==> config.mk <==
export PLATFORM = sky130hd
export DESIGN_NAME = fsweep_seq
export DESIGN_NICKNAME = d
export VERILOG_FILES = /design/src/rtl/fsweep_pkg.sv /design/src/rtl/ramp_step_unit.sv /design/src/rtl/seg_select.sv /design/src/rtl/fsweep_seq.sv
export SDC_FILE = /design/constraint.sdc
export NUM_CORES = 1
export LEC_CHECK = 0
export ABC_CLOCK_PERIOD_IN_PS = 6600
export BUFFER_PORTS_ARGS = -buffer_cell sky130_fd_sc_hd__clkbuf_2
export CORE_AREA = 2 2 141 143
export CTS_CLUSTER_DIAMETER = 200
export CTS_CLUSTER_SIZE = 28
export DETAILED_ROUTE_END_ITERATION = 8
export DIE_AREA = 0 0 143 145
export PLACE_DENSITY = 0.89
export SYNTH_ARGS = -nofsm -noshare
export SYNTH_HDL_FRONTEND = slang
export SYNTH_HIERARCHICAL = 1
export SYNTH_SLANG_ARGS = --single-unit
==> constraint.sdc <==
create_clock -name clk -period 6.6 [get_ports clk]
set_input_delay 1.32 -clock clk [delete_from_list [all_inputs] [get_ports clk]]
set_output_delay 1.32 -clock clk [all_outputs]
set_load 0.02 [all_outputs]
==> src/rtl/fsweep_pkg.sv <==
package fsweep_pkg;

    localparam int WORD_W  = 32;
    localparam int DWELL_W = 24;
    localparam int NSEG    = 4;
    localparam int ADDR_W  = 2;

    typedef enum logic [1:0] {
        ST_IDLE  = 2'd0,
        ST_RAMP  = 2'd1,
        ST_SCHED = 2'd2,
        ST_DONE  = 2'd3
    } seq_state_t;

    typedef enum logic {
        MODE_RAMP  = 1'b0,
        MODE_SCHED = 1'b1
    } seq_mode_t;

endpackage

==> src/rtl/ramp_step_unit.sv <==
module ramp_step_unit #(
    parameter int W = 32
) (
    input  logic [W-1:0] cur,
    input  logic [W-1:0] step,
    input  logic [W-1:0] hi,
    output logic [W-1:0] nxt,
    output logic         at_end
);
    logic [W:0] wide_sum;

    always_comb begin
        wide_sum = {1'b0, cur} + {1'b0, step};
        // clamp on carry-out or on passing the limit
        if (wide_sum[W] || (wide_sum[W-1:0] > hi))
            nxt = hi;
        else
            nxt = wide_sum[W-1:0];
        at_end = (cur >= hi);
    end
endmodule

==> src/rtl/seg_select.sv <==
module seg_select #(
    parameter int NSEG    = 4,
    parameter int W       = 32,
    parameter int DW      = 24,
    parameter int IDX_W   = 3
) (
    input  logic [NSEG*W-1:0]  seg_freq,
    input  logic [NSEG*DW-1:0] seg_dwell,
    input  logic [IDX_W-1:0]   idx,
    output logic [W-1:0]       sel_word,
    output logic [DW-1:0]      sel_dwell
);
    logic [W-1:0]  words  [NSEG];
    logic [DW-1:0] dwells [NSEG];

    for (genvar g = 0; g < NSEG; g++) begin : g_unpack
        assign words[g]  = seg_freq[g*W +: W];
        assign dwells[g] = seg_dwell[g*DW +: DW];
    end

    // index past the table yields dwell 0, which ends the schedule
    always_comb begin
        sel_word  = '0;
        sel_dwell = '0;
        for (int k = 0; k < NSEG; k++) begin
            if (idx == IDX_W'(k)) begin
                sel_word  = words[k];
                sel_dwell = dwells[k];
            end
        end
    end
endmodule

==> src/rtl/fsweep_seq.sv <==
module fsweep_seq
    import fsweep_pkg::*;
#(
    parameter int P_WORD_W  = fsweep_pkg::WORD_W,
    parameter int P_DWELL_W = fsweep_pkg::DWELL_W,
    parameter int P_NSEG    = fsweep_pkg::NSEG,
    parameter int P_ADDR_W  = fsweep_pkg::ADDR_W
) (
    input  logic                          clk,
    input  logic                          rst,
    input  logic                          go,
    input  logic                          mode_sel,
    input  logic [P_WORD_W-1:0]           ramp_lo,
    input  logic [P_WORD_W-1:0]           ramp_hi,
    input  logic [P_WORD_W-1:0]           ramp_step,
    input  logic [P_NSEG*P_WORD_W-1:0]    seg_freq,
    input  logic [P_NSEG*P_DWELL_W-1:0]   seg_dwell,
    output logic [P_ADDR_W-1:0]           dds_addr,
    output logic                          dds_we,
    output logic [P_WORD_W-1:0]           dds_data,
    output logic                          done
);
    localparam int IDX_W = $clog2(P_NSEG) + 1;

    seq_state_t             state;
    logic [IDX_W-1:0]       idx;
    logic [IDX_W-1:0]       lk_idx;
    logic [P_DWELL_W-1:0]   cnt;
    logic [P_WORD_W-1:0]    lk_word;
    logic [P_DWELL_W-1:0]   lk_dwell;
    logic [P_WORD_W-1:0]    ramp_nxt;
    logic                   ramp_end;

    assign dds_addr = '0;
    assign lk_idx   = (state == ST_SCHED) ? idx + IDX_W'(1) : '0;

    ramp_step_unit #(.W(P_WORD_W)) u_ramp (
        .cur    (dds_data),
        .step   (ramp_step),
        .hi     (ramp_hi),
        .nxt    (ramp_nxt),
        .at_end (ramp_end)
    );

    seg_select #(
        .NSEG (P_NSEG),
        .W    (P_WORD_W),
        .DW   (P_DWELL_W),
        .IDX_W(IDX_W)
    ) u_seg (
        .seg_freq (seg_freq),
        .seg_dwell(seg_dwell),
        .idx      (lk_idx),
        .sel_word (lk_word),
        .sel_dwell(lk_dwell)
    );

    always_ff @(posedge clk) begin
        if (rst) begin
            state    <= ST_IDLE;
            dds_we   <= 1'b0;
            done     <= 1'b0;
            dds_data <= '0;
            idx      <= '0;
            cnt      <= '0;
        end else begin
            case (state)
                ST_IDLE, ST_DONE: begin
                    if (go) begin
                        done <= 1'b0;
                        if (seq_mode_t'(mode_sel) == MODE_RAMP) begin
                            state    <= ST_RAMP;
                            dds_data <= ramp_lo;
                            dds_we   <= 1'b1;
                        end else if (lk_dwell == '0) begin
                            state  <= ST_DONE;
                            done   <= 1'b1;
                            dds_we <= 1'b0;
                        end else begin
                            state    <= ST_SCHED;
                            dds_data <= lk_word;
                            dds_we   <= 1'b1;
                            idx      <= '0;
                            cnt      <= lk_dwell - P_DWELL_W'(1);
                        end
                    end
                end
                ST_RAMP: begin
                    if (ramp_end) begin
                        state  <= ST_DONE;
                        dds_we <= 1'b0;
                        done   <= 1'b1;
                    end else begin
                        dds_data <= ramp_nxt;
                    end
                end
                ST_SCHED: begin
                    if (cnt != '0) begin
                        cnt <= cnt - P_DWELL_W'(1);
                    end else if (lk_dwell == '0) begin
                        state  <= ST_DONE;
                        dds_we <= 1'b0;
                        done   <= 1'b1;
                    end else begin
                        idx      <= idx + IDX_W'(1);
                        dds_data <= lk_word;
                        cnt      <= lk_dwell - P_DWELL_W'(1);
                    end
                end
                default: state <= ST_IDLE;
            endcase
        end
    end


    done_we_excl_chk: assert property (@(posedge clk) disable iff (rst)
        done |-> !dds_we);


    we_fall_done_chk: assert property (@(posedge clk) disable iff (rst)
        ($fell(dds_we) && !$past(rst)) |-> done);


    ramp_step_chk: assert property (@(posedge clk) disable iff (rst)
        (state == ST_RAMP && $past(state == ST_RAMP) && dds_data != ramp_hi)
        |-> dds_data == $past(dds_data) + ramp_step);


    ramp_bound_chk: assert property (@(posedge clk) disable iff (rst)
        (state == ST_RAMP && $past(state == ST_RAMP))
        |-> (dds_data <= ramp_hi && dds_data >= $past(dds_data)));


    dwell_hold_chk: assert property (@(posedge clk) disable iff (rst)
        (state == ST_SCHED && $past(state == ST_SCHED) && $past(cnt) != '0)
        |-> $stable(dds_data));
endmodule

### Yosys cells after proc, flatten, opt, wreduce, memory -nomap -nowiden

Index checks and enable logic that the tools add are counted.

| operators by class | value |
|---|---|
| $add $sub $neg | 4 |
| magnitude comparators | 2 |
| equal/unequal tests | 14 |
| mux-type cells | 48 |
| reductions and logical operators | 11 |

Operator list:

| operator | number |
|---|---|
| 32-bit 2-to-1 mux | 10 |
| 24-bit 2-to-1 mux | 8 |
| 32-bit one-hot mux with 3 select lines | 1 |
| 24-bit one-hot mux with 2 select lines | 1 |
| 24-bit by 1-bit subtractor with 24-bit output, second input constant | 2 |
| 32-bit by 32-bit adder with 33-bit output | 1 |
| 32-bit greater-or-equal comparator | 1 |
| 32-bit greater-than comparator | 1 |
| 24-bit logical NOT | 1 |
| 24-bit nonzero test | 1 |
| 3-bit 2-to-1 mux | 6 |
| 2-bit != test, second input constant | 7 |
| 1-bit 2-to-1 mux | 13 |
| 2-bit 2-to-1 mux | 5 |
| 3-bit by 2-bit equality test with 1-bit output, second input constant | 2 |
| 1-bit one-hot mux with 3 select lines | 2 |
| 2-bit one-hot mux with 3 select lines | 1 |
| 3-bit one-hot mux with 2 select lines | 1 |
| 3-bit AND reduction | 2 |
| 6-bit AND reduction | 1 |
| 2-bit equality test, second input constant | 2 |
| 4-bit AND reduction | 1 |
| 3-bit by 1-bit adder with 3-bit output, second input constant | 1 |
| 3-bit by 1-bit equality test with 1-bit output, second input constant | 1 |
| other kinds (7) | 7 |

| word-level totals | value |
|---|---|
| flip-flop bits (word level) | 63 |
| input bits | 324 |
| output and inout bits | 36 |

### Logic depth before layout (Yosys ltp)

| logic depth | value |
|---|---|
| depth after elaboration | 12 |
| gate-level depth with buffers | 21 |

### Hierarchy

The synthesis kept the hierarchy.

Modules (own cells, without submodules):

| module | instances | cells an instance | area an instance (um2) | seq. area each (um2) |
|---|---|---|---|---|
| fsweep_seq | 1 | 454 | 3849.9 | 1261.2 |
| ramp_step_unit | 1 | 433 | 3452.1 | 0.0 |
| seg_select | 1 | 195 | 1751.7 | 0.0 |

### Least setup slack after synthesis

OpenSTA, ideal clock, no wires.

| timing | value |
|---|---|
| kind | input to register |
| start point | input ramp_step[0] |
| end point | register dds_data[12] |
| arrival time | 5.787 ns |
| required time | 6.475 ns |
| setup slack | 0.688 ns |
| stages on the path | 19 |
| buffers on the path | 1 |
| path through | ha_1 fa_1 a21o_1 a221oi_2 o22ai_1 o41a_1 a221o_1 a31oi_1 xnor2_1 ha_1 nand4_1 nand2b_1 nor4_1 a21oi_1 o211ai_4 buf_6 mux2_1 a222oi_1 o2bb2ai_1 |

| between the ends | value |
|---|---|
| word-level cells in the longest chain between the ends | 6 |

Ends and longest elaborated chain:

| element | RTL line | RTL |
|---|---|---|
| start, declared | fsweep_seq.sv:15 | `input logic [P_WORD_W-1:0] ramp_step,` |
| 32-bit by 32-bit adder with 33-bit output (*) | ramp_step_unit.sv:13 | `wide_sum = {1'b0, cur} + {1'b0, step};` |
| 32-bit greater-than comparator | ramp_step_unit.sv:15 | `if (wide_sum[W] \|\| (wide_sum[W-1:0] > hi))` |
| 1-bit logical OR | ramp_step_unit.sv:15 |  |
| 32-bit 2-to-1 mux (*) | ramp_step_unit.sv:15 |  |
| via ramp_nxt[12] | fsweep_seq.sv:31 | `logic [P_WORD_W-1:0] ramp_nxt;` |
| 32-bit 2-to-1 mux (*) | fsweep_seq.sv:89 | `if (ramp_end) begin` |
| 32-bit one-hot mux with 3 select lines (*) | fsweep_seq.sv:67 | `case (state)` |
| end signal, assigned | fsweep_seq.sv:73 | `dds_data <= ramp_lo;` |
| end signal, assigned | fsweep_seq.sv:81 | `dds_data <= lk_word;` |
| end signal, assigned | fsweep_seq.sv:94 | `dds_data <= ramp_nxt;` |
| end, declared | fsweep_seq.sv:20 | `output logic [P_WORD_W-1:0] dds_data,` |

The timed path passes the listed nets; every way through them passes the cells marked *. The select of a mux whose other input is x is not followed.
A chain may end at the register's enable or synchronous reset.

### Worst setup path after layout

| timing | value |
|---|---|
| start point | input ramp_step[0] |
| end point | register dds_data[15] |

Same word-level chain as after synthesis.

==> summary.txt <==
Clock tree
  • Clock Pin Slew Worst Setup and Hold Paths: 0.06 ns
  • Clock Tree Root: clkbuf_16
  • Clock Tree Buf Depth: 2
  • H-tree Lvls: 3
  • Skew-Pair Late Insertion Delay: 0.34 ns
  • CTS tree: done
  • Setup bufs post-CTS: 0
  • Total clock sinks: 63
  • CTS buffer count: 9

Synth
  • Post-synth EDFFs: 0
  • Xor/xnor share of the synthesized area: 0.0426
  • FF+latch count, synth: 63
  • Cells after Synth: around 1100
  • Main combinational cell family by area after synthesis: compound AO/OA/AOI/OAI gates
  • Top-count cell post-synth: mux2i_1
  • Yosys top cell by area: ha_1
  • Synth Area in Adders: 0.143
  • Netlist cell types: 86
  • Area of the mapped netlist: 9050 sq um
  • Ys Warns: 6
  • Synth Area in Simple Gates: 0.149
  • Top cell type's share of synthesized area: 0.141
  • Seq/Total Area, Yosys: 0.139
  • Compound-gate portion of the synthesized area: 0.286
  • Multiplexer area fraction after synthesis: 0.170
  • Top post-synthesis cells by count: 119 x mux2i_1, 102 x ha_1, 69 x a21oi_1
  • Asr flop ratio synth: 0
  • Synth Area per Inst: ~8.4 sq um
  • Top cells by area, synth: ha_1 14%, dfxtp_1 14%, mux2i_1 13%
  • Ys flop type: dfxtp_1

Global route
  • GRT Total Usage: 0.305
  • First-pass GRT wire length: 51.5 mm
  • Initial antenna violation count: 0
  • Grt total ovfl: 0
  • Vias in the first global route: between 10000 and 15000
  • Largest net degree at the start of global routing: 46

Drt
  • Drt drc: 0
  • Via count: 10500
  • DRT Pass-1 Iters: 8
  • WL per Instance: 19.7 microns
  • WL final: 33.0 mm
  • Vias per std cell: between 6 and 7
  • 1st-iter DRT viols: approximately 1100
  • Detail Route Antenna Nets: 0

Placed design
  • IO Port Bufs: 357
  • HPWL Detailed: 25.9 mm
  • GPL Wtd Cong: 0.935

STA
  • Setup TNS: 0 ns
  • Fmax achieved: 157 MHz
  • Worst slew margin: 0.216
  • Final clock skew: around 0.0073 ns
  • Final Setup Violations: 0
  • Final hold slack: about 0.46 ns
  • Unrepaired setup endpoints after global routing: false
  • Tcrit/Tclk final: 0.965
  • Pins Over Slew Limit: 0
  • Worst-Margin Slew: 1.18 ns
  • Final min period: 6.37 ns
  • Final Hold Fails: 0

Layout
  • Antenna Cells: 0
  • Layout cells sized above 1: 0.299
  • Area Overhead vs Synth: 23.9%
  • Nets: about 1800

Floorplanning
  • FP Rows: 51
  • Die area: around 21000 sq um
  • CORE AREA: roughly 19000 sq um
  • Die width: approximately 140 microns
  • Io pins: 360
  • Die Ht: approximately 150 microns
  • Initial core utilization: 0.471

Power
  • Leak Pwr: 5.12 nW
  • Pwr Total: about 0.005 W
  • Max VDD drop: around 340 uV
  • PD cells: around 450 nW/um^2

Worst setup path
  • Worst setup EP type: flop
  • Reg-to-reg critical path startpoint: dds_data[0]
  • Critical Path Start Type: primary input
  • Crit-path max FO: 31
  • Slowest stage delay, CP: 0.56 ns
  • Crit path DAT: roughly 6.6 ns
  • R2r endpoint: dds_data[15]
  • Worst Path Required: 6.82 ns
  • Crit-path most repeated cell: ha_1
  • Kind of critical path: primary input to flop
  • Max stage delay cell, worst path: o41a_1
  • R2R depth: 19
  • WP buf/inv: 2
  • Reg2reg setup slack: 0.91 ns
  • Top cell family by delay on the critical path: compound AO/OA/AOI/OAI gates
  • Cell breakdown of the critical path: clkbuf_2 -> ha_1 -> fa_1 -> a21o_1 -> a221oi_4 -> o22ai_1 -> o41a_1 -> a221o_1 -> a31oi_1 -> xnor2_1 -> ha_1 -> nand4_1 -> nand2b_1 -> nor4_2 -> a21oi_2 -> o211ai_4 -> buf_12 -> mux2_1 -> a222oi_1 -> o2bb2ai_1

Hold path
  • Worst hold endpoint: idx[1]
  • HP Class: flop to flop
  • Worst hold stages: 2
  • Worst hold path startpoint: idx[1]

Job
  • Max Cap Viol: 0

Status
  • Status: finished clean
## worst max path at each step
stage | slack [ns] | cells past startpoint | from | endpoint
finish | 0.23 | 20 | ramp_step[0] | dds_data[15]
global route | 0.01 | 20 | ramp_step[0] | dds_data[4]
CTS | 0.24 | 20 | ramp_step[0] | dds_data[13]
detailed placement | -0.07 | 20 | ramp_step[0] | dds_data[2]
global placement | 0.13 | 20 | ramp_step[0] | dds_data[0]
floorplan | 0.69 | 19 | ramp_step[0] | dds_data[12]
## area by class of cell
| type | instances | area (sq um) |
|---|---|---|
| well taps | 265 | 332 |
| multi-input cells | 911 | 7210 |
| flip-flops and latches | 63 | 1260 |
| clock inverters | 5 | 58.8 |
| clock buffers | 10 | 239 |
| fillers | 1681 | 7990 |
| repair buffers | 374 | 1940 |
| inverters | 45 | 169 |
## tightest hold or removal path, stage by stage, from the launching register on
cell and delay [ns]:
dfxtp_1 0.31, nand2_1 0.05, a21oi_1 0.05
## per-layer routing
| metal | global-route usage | vias up | share of wire | routed length (microns) |
|---|---|---|---|---|
| li1 | - | 4914 | - | - |
| met1 | 0.370 | 4870 | 0.40 | 13100 |
| met2 | 0.515 | 658 | 0.48 | 15700 |
| met3 | 0.0627 | 107 | 0.089 | 2930 |
| met4 | 0.136 | 0 | 0.039 | 1270 |
| met5 | 0 | - | 0 | 0 |
## metrics by stage
step / setup slack (ns) / util / instances / instance area, sq um
final: 0.232 / 0.584 / 1673 / 11200
after floorplan: 0.688 / - / 1083 / 9060
after global routing: 0.00985 / 0.584 / 1673 / 11200
after detailed placement: -0.0685 / 0.567 / 1658 / 10900
after global placement: 0.127 / 0.567 / 1658 / 10900
after CTS: 0.236 / 0.583 / 1673 / 11200
## power by group
group / internal [W] / switching [W] / leakage [nW]
Sequential: 0.000537 / 0.000207 / 0.517
Combinational: 0.00154 / 0.00228 / 4.46
Clock: 0.000301 / 0.000201 / 0.141
Total: 0.00237 / 0.00268 / 5.12
## layout by cell type, fill, tap and decap left out, types with 10 or more instances in the layout
master     synthesis  layout
mux2i_1          119     119
clkbuf_2           0     357
a31oi_1           16      15
nand4_1           19      19
o21ai_0           29      29
a21oi_1           69      68
nand3_1           19      19
xor2_1            20      20
xnor2_1           24      24
o21a_1            10      10
nand2b_1          14      13
nor3_1            27      27
a222oi_1          32      32
a211oi_1          13      13
nor4_1            13      12
o2bb2ai_1         32      32
and3_1            12      12
dfxtp_1           63      63
o22ai_1           65      65
nand2_1           53      53
inv_1             45      45
nor2_1            49      49
a21o_1            25      25
buf_4              5      15
ha_1             102     102
mux2_1            31      31
## timing repair
action,in CTS,in global routing
hold buffers,0,0
setup endpoints to repair,0,21
resized for setup,0,3
## sequential cells by signal, summed over array words and instances, names as in the netlist
signal and flops:
idx 3, dds_we 1, dds_data 32, cnt 24, done 1, state 2
## kinds of logic (layout without fill, tap and decap cells)
logic type,Yosys count,after routing
AO/OA/AOI/OAI,358,358
XOR/XNOR,44,44
adder cells (fa/ha/maj),103,103
buffers and inverters,109,434
flip-flops,63,63
multiplexers,150,150
other,1,2
AND/OR/NAND/NOR,254,254
No activity file was read; power rests on OpenSTA's default activity.
